--- config.mk ---
export PLATFORM = sky130hd
export DESIGN_NAME = exc_entry_ctrl
export DESIGN_NICKNAME = d
export VERILOG_FILES = /design/src/rtl/exc_pkg.sv /design/src/rtl/exc_arbiter.sv /design/src/rtl/exc_map.sv /design/src/rtl/exc_word.sv /design/src/rtl/exc_entry_ctrl.sv
export SDC_FILE = /design/constraint.sdc
export NUM_CORES = 1
export LEC_CHECK = 0
export BUFFER_PORTS_ARGS = -buffer_cell sky130_fd_sc_hd__buf_2
export CAP_MARGIN = 0
export CORE_MARGIN = 5
export CORE_UTILIZATION = 50
export CTS_CLUSTER_SIZE = 16
export DETAILED_ROUTE_END_ITERATION = 6
export HOLD_SLACK_MARGIN = 0.15
export PLACE_DENSITY_LB_ADDON = 0.1
export SLEW_MARGIN = 30
export SYNTH_ARGS = -nofsm -noshare
export SYNTH_HDL_FRONTEND = slang
export SYNTH_SLANG_ARGS = --single-unit
--- constraint.sdc ---
create_clock -name clk_i -period 1.8 [get_ports clk_i]
set_input_delay 0.18 -clock clk_i [delete_from_list [all_inputs] [get_ports clk_i]]
set_output_delay 0.18 -clock clk_i [all_outputs]
set_load 0.01 [all_outputs]
--- src/rtl/exc_pkg.sv ---
package exc_pkg;
  localparam int NUM_EXC = 8;
  localparam int XW      = 32;
  localparam int I_BIT   = 7;
  localparam int F_BIT   = 6;

  typedef enum logic [2:0] {
    EXC_RST  = 3'd0, EXC_UND  = 3'd1, EXC_SWI = 3'd2, EXC_PABT = 3'd3,
    EXC_DABT = 3'd4, EXC_ADDR = 3'd5, EXC_IRQ = 3'd6, EXC_FIQ  = 3'd7
  } exc_e;

  typedef enum logic [2:0] {
    BANK_SVC = 3'd0, BANK_ABT = 3'd1, BANK_UND = 3'd2,
    BANK_IRQ = 3'd3, BANK_FIQ = 3'd4
  } bank_e;

  localparam logic [4:0] M_FIQ32 = 5'h11;
  localparam logic [4:0] M_IRQ32 = 5'h12;
  localparam logic [4:0] M_SVC32 = 5'h13;
  localparam logic [4:0] M_ABT32 = 5'h17;
  localparam logic [4:0] M_UND32 = 5'h1B;
  localparam logic [4:0] M_FIQ26 = 5'h01;
  localparam logic [4:0] M_IRQ26 = 5'h02;
  localparam logic [4:0] M_SVC26 = 5'h03;

  // legacy word: flags, I, F, word address, mode
  function automatic logic [XW-1:0] pack26(logic [XW-1:0] st, logic [XW-1:0] addr);
    return {st[31:28], st[I_BIT], st[F_BIT], addr[25:2], st[1:0]};
  endfunction
endpackage

--- src/rtl/exc_arbiter.sv ---
module exc_arbiter
  import exc_pkg::*;
#(
  parameter int N = NUM_EXC
) (
  input  logic [N-1:0] req_i,
  output logic         any_o,
  output exc_e         id_o,
  output logic [N-1:0] grant_o
);
  // highest priority first
  localparam exc_e PRIO [NUM_EXC] = '{EXC_RST, EXC_DABT, EXC_ADDR, EXC_FIQ,
                                      EXC_IRQ, EXC_PABT, EXC_UND, EXC_SWI};

  always_comb begin
    id_o  = EXC_RST;
    any_o = |req_i;
    for (int k = NUM_EXC - 1; k >= 0; k--) begin
      if (req_i[PRIO[k]]) id_o = PRIO[k];
    end
    grant_o = any_o ? (N'(1) << id_o) : '0;
  end
endmodule

--- src/rtl/exc_map.sv ---
module exc_map
  import exc_pkg::*;
(
  input  exc_e       id_i,
  input  logic       cfg32_i,
  output logic [4:0] mode_o,
  output bank_e      bank_o,
  output logic       set_f_o
);
  always_comb begin
    set_f_o = (id_i == EXC_RST) || (id_i == EXC_FIQ);
    mode_o  = M_SVC26;
    bank_o  = BANK_SVC;
    unique case (id_i)
      EXC_RST, EXC_SWI: mode_o = cfg32_i ? M_SVC32 : M_SVC26;
      EXC_UND: begin
        mode_o = cfg32_i ? M_UND32 : M_SVC26;
        bank_o = cfg32_i ? BANK_UND : BANK_SVC;
      end
      EXC_PABT, EXC_DABT: begin
        mode_o = cfg32_i ? M_ABT32 : M_SVC26;
        bank_o = cfg32_i ? BANK_ABT : BANK_SVC;
      end
      EXC_ADDR: mode_o = M_SVC26;
      EXC_IRQ: begin
        mode_o = cfg32_i ? M_IRQ32 : M_IRQ26;
        bank_o = BANK_IRQ;
      end
      EXC_FIQ: begin
        mode_o = cfg32_i ? M_FIQ32 : M_FIQ26;
        bank_o = BANK_FIQ;
      end
      default: ;
    endcase
  end
endmodule

--- src/rtl/exc_word.sv ---
module exc_word
  import exc_pkg::*;
(
  input  exc_e          id_i,
  input  logic          cfg32_i,
  input  logic [XW-1:0] pc_i,
  input  logic [XW-1:0] status_i,
  input  logic [4:0]    mode_i,
  input  logic          set_f_i,
  output logic [XW-1:0] status_o,
  output logic [XW-1:0] pc_o,
  output logic [XW-1:0] link_o
);
  localparam logic [XW-1:0] PC26_MASK = 32'h03FF_FFFC;

  logic [XW-1:0] vec_addr;
  logic [XW-1:0] link_base;
  logic          is_rst;

  assign is_rst   = (id_i == EXC_RST);
  assign vec_addr = XW'({id_i, 2'b00});

  always_comb begin
    if (cfg32_i) link_base = status_i[4] ? pc_i : (pc_i & PC26_MASK);
    else         link_base = pack26(status_i, pc_i);
    link_o = is_rst ? link_base : link_base - XW'(4);

    if (is_rst) begin
      status_o = '0;
      status_o[I_BIT] = 1'b1;
      status_o[F_BIT] = 1'b1;
      status_o[4:0]   = mode_i;
    end else begin
      status_o        = status_i;
      status_o[I_BIT] = 1'b1;
      status_o[F_BIT] = status_i[F_BIT] | set_f_i;
      status_o[4:0]   = mode_i;
    end

    pc_o = mode_i[4] ? vec_addr : pack26(status_o, vec_addr);
  end
endmodule

--- src/rtl/exc_entry_ctrl.sv ---
module exc_entry_ctrl
  import exc_pkg::*;
(
  input  logic                clk_i,
  input  logic                rst_ni,
  input  logic                cfg32_i,
  input  logic [NUM_EXC-1:0]  req_i,
  input  logic [XW-1:0]       pc_i,
  input  logic [XW-1:0]       status_i,
  output logic                entry_o,
  output logic [NUM_EXC-1:0]  ack_o,
  output logic [XW-1:0]       new_pc_o,
  output logic [XW-1:0]       new_status_o,
  output logic [2:0]          spsr_bank_o,
  output logic [XW-1:0]       spsr_data_o,
  output logic [XW-1:0]       lr_data_o
);
  logic               any;
  exc_e               id;
  logic [NUM_EXC-1:0] grant;
  logic [4:0]         mode;
  bank_e              bank;
  logic               set_f;
  logic [XW-1:0]      nxt_status, nxt_pc, nxt_link;

  exc_arbiter #(.N(NUM_EXC)) u_arb (
    .req_i(req_i), .any_o(any), .id_o(id), .grant_o(grant)
  );

  exc_map u_map (
    .id_i(id), .cfg32_i(cfg32_i), .mode_o(mode), .bank_o(bank), .set_f_o(set_f)
  );

  exc_word u_word (
    .id_i(id), .cfg32_i(cfg32_i), .pc_i(pc_i), .status_i(status_i),
    .mode_i(mode), .set_f_i(set_f),
    .status_o(nxt_status), .pc_o(nxt_pc), .link_o(nxt_link)
  );

  always_ff @(posedge clk_i or negedge rst_ni) begin
    if (!rst_ni) begin
      entry_o      <= 1'b0;
      ack_o        <= '0;
      new_pc_o     <= '0;
      new_status_o <= '0;
      spsr_bank_o  <= '0;
      spsr_data_o  <= '0;
      lr_data_o    <= '0;
    end else begin
      entry_o <= any;
      ack_o   <= grant;
      if (any) begin
        new_pc_o     <= nxt_pc;
        new_status_o <= nxt_status;
        spsr_bank_o  <= bank;
        spsr_data_o  <= status_i;
        lr_data_o    <= nxt_link;
      end
    end
  end
endmodule

==> run summary <==
- run status: complete, no violations
- Simple-Gate Fraction of Synth Area: 20.6%
- Leakage: 3.89 nW
- half-perimeter wire length after detailed placement: 10.6 mm
- areal power density over the cells: 870 mW/mm2
- gr ovfl total: 0
- data arrival time at the worst-slack endpoint: 2.11 ns
- smallest hold slack: 0.183 ns
- count of cells along the worst register-to-register path: 1
- synthesized-area fraction occupied by xor and xnor cells: 4.63%
- number of endpoints with negative hold slack in the final report: 0
- final wirelength: 15.9 mm
- FF-to-FF setup slack: 0.94 ns
- CTS Buffer Depth: 2
- number of top-level pins: 215
- area of the mapped netlist: 0.00529 mm2
- Placement Rows: 37
- Residual DRC: 0
- most used flip-flop cell after synthesis: sky130_fd_sc_hd__dfrtp_1
- Max Slew Vio Count: 0
- number of flip-flops and latches in the synthesized netlist: 119
- ranking of synthesized cells by area: sky130_fd_sc_hd__dfrtp_1, sky130_fd_sc_hd__nand2_1, sky130_fd_sc_hd__a22o_1
- antenna violations before repair: 0
- min-delay worst type: input pin to flip-flop
- final core occ: 75.3%
- post-synthesis adder-cell area fraction: 0.236%
- number of unique standard cell types used by synthesis: 47
- total clock sinks: 119
- multiplexer area fraction after synthesis: 0.189%
- start point of the worst hold path: req_i[6]
- die width: 113 um
- main combinational cell family by area after synthesis: simple AND/OR/NAND/NOR gates
- post-CTS setup buffers: 0
- synthesized-area fraction occupied by ao, oa, aoi and oai cells: 12.0%
- cell type with the highest aggregate area in the netlist: sky130_fd_sc_hd__dfrtp_1
- number of violations reported at the end of detailed-routing iteration 0: 317
- Avg Inst Size Synth: 9.89 um2
- n_diodes: 0
- cell area reported after detailed placement: 0.00645 mm2
- Net count, final: 892
- initial core utilization: 51.3%
- largest voltage drop on the vdd net: 0.493 mV
- max-capacitance violation count: 0
- pin count of the biggest net entering global routing: 88
- number of enable flip-flop cells after synthesis: 0
- Reg2Reg Capture Point: new_status_o[7]$_DFFE_PN0N_
- TritonCTS buffer count: 17
- Total Die Area: 0.0127 mm2
- fin crit period: 1.73 ns
- average wire per cell in the routed design: 16.5 um
- post-DR vias/cell: 5.03
- Min-Delay Endpoint: ack_o[6]$_DFF_PN0_
- sequential cell area fraction in the yosys report: 56.3%
- final worst clock skew: 0 ns
- length of the first detailed-routing pass in iterations: 4
- layout cell share with drive strength beyond 1: 32.5%
- final setup vio count: 0
- post-synth top area share: 56.3%
- Power Total: 6.76 mW
- Tcrit/Tclk final: 96.1%
- y dimension of the die: 113 um
- CTS root buffer: sky130_fd_sc_hd__clkbuf_8
- clock-pin slew of the registers on the worst-case setup and hold paths: 0.06 ns
- last weighted congestion value of the routability-driven placer: 0.859
- summed negative setup slack over all endpoints: 0 ns
- most numerous cell in the Yosys netlist: sky130_fd_sc_hd__nand2_1
- instance count of the mapped netlist: 535
- wire length of the first global-routing pass: 25.5 mm
- cell area after layout: 0.00777 mm2
- depth of the CTS H-tree: 4
- Area growth, synth to finish: 46.8%
- Overall Global Routing Usage: 25.1%
- Cells on Worst Hold Path: 4
- Skew-Pair Late Insertion Delay: 0.50 ns
- Data required, critical path: 2.18 ns
- f_max: 578 MHz
- TritonCTS clock tree: yes
- critical path startpoint category: input pin
- vias in the first global route: 5121
- warnings from Yosys: 0
- port buffer count: 193
- Worst Path Class, Setup: input pin to flip-flop
- vias after detailed routing: 4836
- Critical R2R Launch: new_status_o[7]$_DFFE_PN0N_
- core footprint: 0.0103 mm2
- commonest cells in the synthesized netlist: sky130_fd_sc_hd__nand2_1, sky130_fd_sc_hd__dfrtp_1, sky130_fd_sc_hd__nor2_1
- Setup crit end kind: flip-flop
- fraction of synthesis flops using an asynchronous set or reset pin: 100%
- Worst Path Max Fanout: 4
- antenna-violating nets left: 0
## repair_timing
item | CTS | global route
hold buffers | 73 | 0
resized for setup | 0 | 17
endpoints found under the hold margin | 227 | 0
endpoints found under the setup margin | 0 | 23
## layout make-up
| cell class | instances | area [um2] |
|---|---|---|
| Tap cell | 136 | 170 |
| Clock inverter | 5 | 50.0 |
| Timing Repair Buffer | 290 | 1940 |
| Sequential cell | 119 | 2980 |
| Fill cell | 712 | 2550 |
| Multi-Input combinational cell | 381 | 2140 |
| Inverter | 7 | 26.3 |
| Clock buffer | 23 | 467 |
## per-layer routing
layer  share of wire (%)  wire, um  track usage [%]  up-vias
li1                    -         -                -     2297
met1                  39      6190             30.0     2342
met2                  50      8000             41.7      166
met3                 8.0      1260             8.24       31
met4                 2.5       397             10.7        0
met5                   0         0                0        -
## cell families after synthesis
logic type | Yosys count
flops | 119
compound gates | 94
xor+xnor | 28
mux | 1
fa+ha+maj | 1
other cells | 1
simple gates | 236
buf+inv | 55
## metrics by stage
step | worst slack, ns | std cells
finish | 0.0704 | 961
global route | -0.0364 | 961
CTS | 0.0193 | 961
detailed placement | -0.0000673 | 860
global placement | 0.0578 | 860
floorplan | 0.180 | 555
## cells in the final DEF (no fill, tap or decap), types with 8 or more instances in the layout
| master | netlist | final |
|---|---|---|
| sky130_fd_sc_hd__buf_2 | 9 | 192 |
| sky130_fd_sc_hd__nand2_1 | 149 | 148 |
| sky130_fd_sc_hd__dfrtp_1 | 119 | 119 |
| sky130_fd_sc_hd__dlygate4sd3_1 | 1 | 71 |
| sky130_fd_sc_hd__a22o_1 | 30 | 30 |
| sky130_fd_sc_hd__nor2_1 | 32 | 29 |
| sky130_fd_sc_hd__conb_1 | 1 | 21 |
| sky130_fd_sc_hd__o21ai_0 | 22 | 20 |
| sky130_fd_sc_hd__buf_4 | 23 | 20 |
| sky130_fd_sc_hd__a21oi_1 | 19 | 19 |
| sky130_fd_sc_hd__clkbuf_16 | 0 | 16 |
| sky130_fd_sc_hd__xnor2_1 | 15 | 15 |
| sky130_fd_sc_hd__xor2_1 | 13 | 13 |
| sky130_fd_sc_hd__o21ai_1 | 8 | 10 |
| sky130_fd_sc_hd__nand3_1 | 9 | 8 |
| sky130_fd_sc_hd__nor2b_1 | 8 | 8 |
## registers in the layout, indices dropped and copies added, names as in the netlist
name and count:
lr_data_o 32, spsr_bank_o 3, entry_o 1, spsr_data_o 32, new_pc_o 11, ack_o 8
new_status_o 32
## power breakdown
part	switching (mW)	internal, mW	total (mW)
Combinational	0.472	0.408	0.881
Clock	1.09	1.89	2.98
Sequential	0.0807	2.82	2.90
## worst max-delay path, stage by stage
cell and delay (ns):
sky130_fd_sc_hd__dlygate4sd3_1 0.55, sky130_fd_sc_hd__buf_2 0.16, sky130_fd_sc_hd__nor2_2 0.16, sky130_fd_sc_hd__nand3_1 0.17, sky130_fd_sc_hd__nor4_4 0.36, sky130_fd_sc_hd__buf_2 0.22, sky130_fd_sc_hd__nand3b_1 0.11, sky130_fd_sc_hd__xor2_1 0.14
sky130_fd_sc_hd__o21ai_1 0.07
## how the worst max path moves through the flow
stage | from | to | slack [ns] | depth (start not counted)
6_report | pc_i[4] | lr_data_o[19]$_DFFE_PN0N_ | 0.07 | 9
5_1_grt | pc_i[8] | lr_data_o[13]$_DFFE_PN0N_ | -0.04 | 9
4_1_cts | pc_i[8] | lr_data_o[24]$_DFFE_PN0N_ | 0.02 | 9
3_5_place_dp | req_i[6] | new_pc_o[30]$_DFFE_PN0N_ | -0.00007 | 8
3_3_place_gp | pc_i[10] | lr_data_o[24]$_DFFE_PN0N_ | 0.06 | 8
2_1_floorplan | req_i[0] | lr_data_o[27]$_DFFE_PN0N_ | 0.18 | 7
Note: power is estimated with default switching activity, not from simulation.
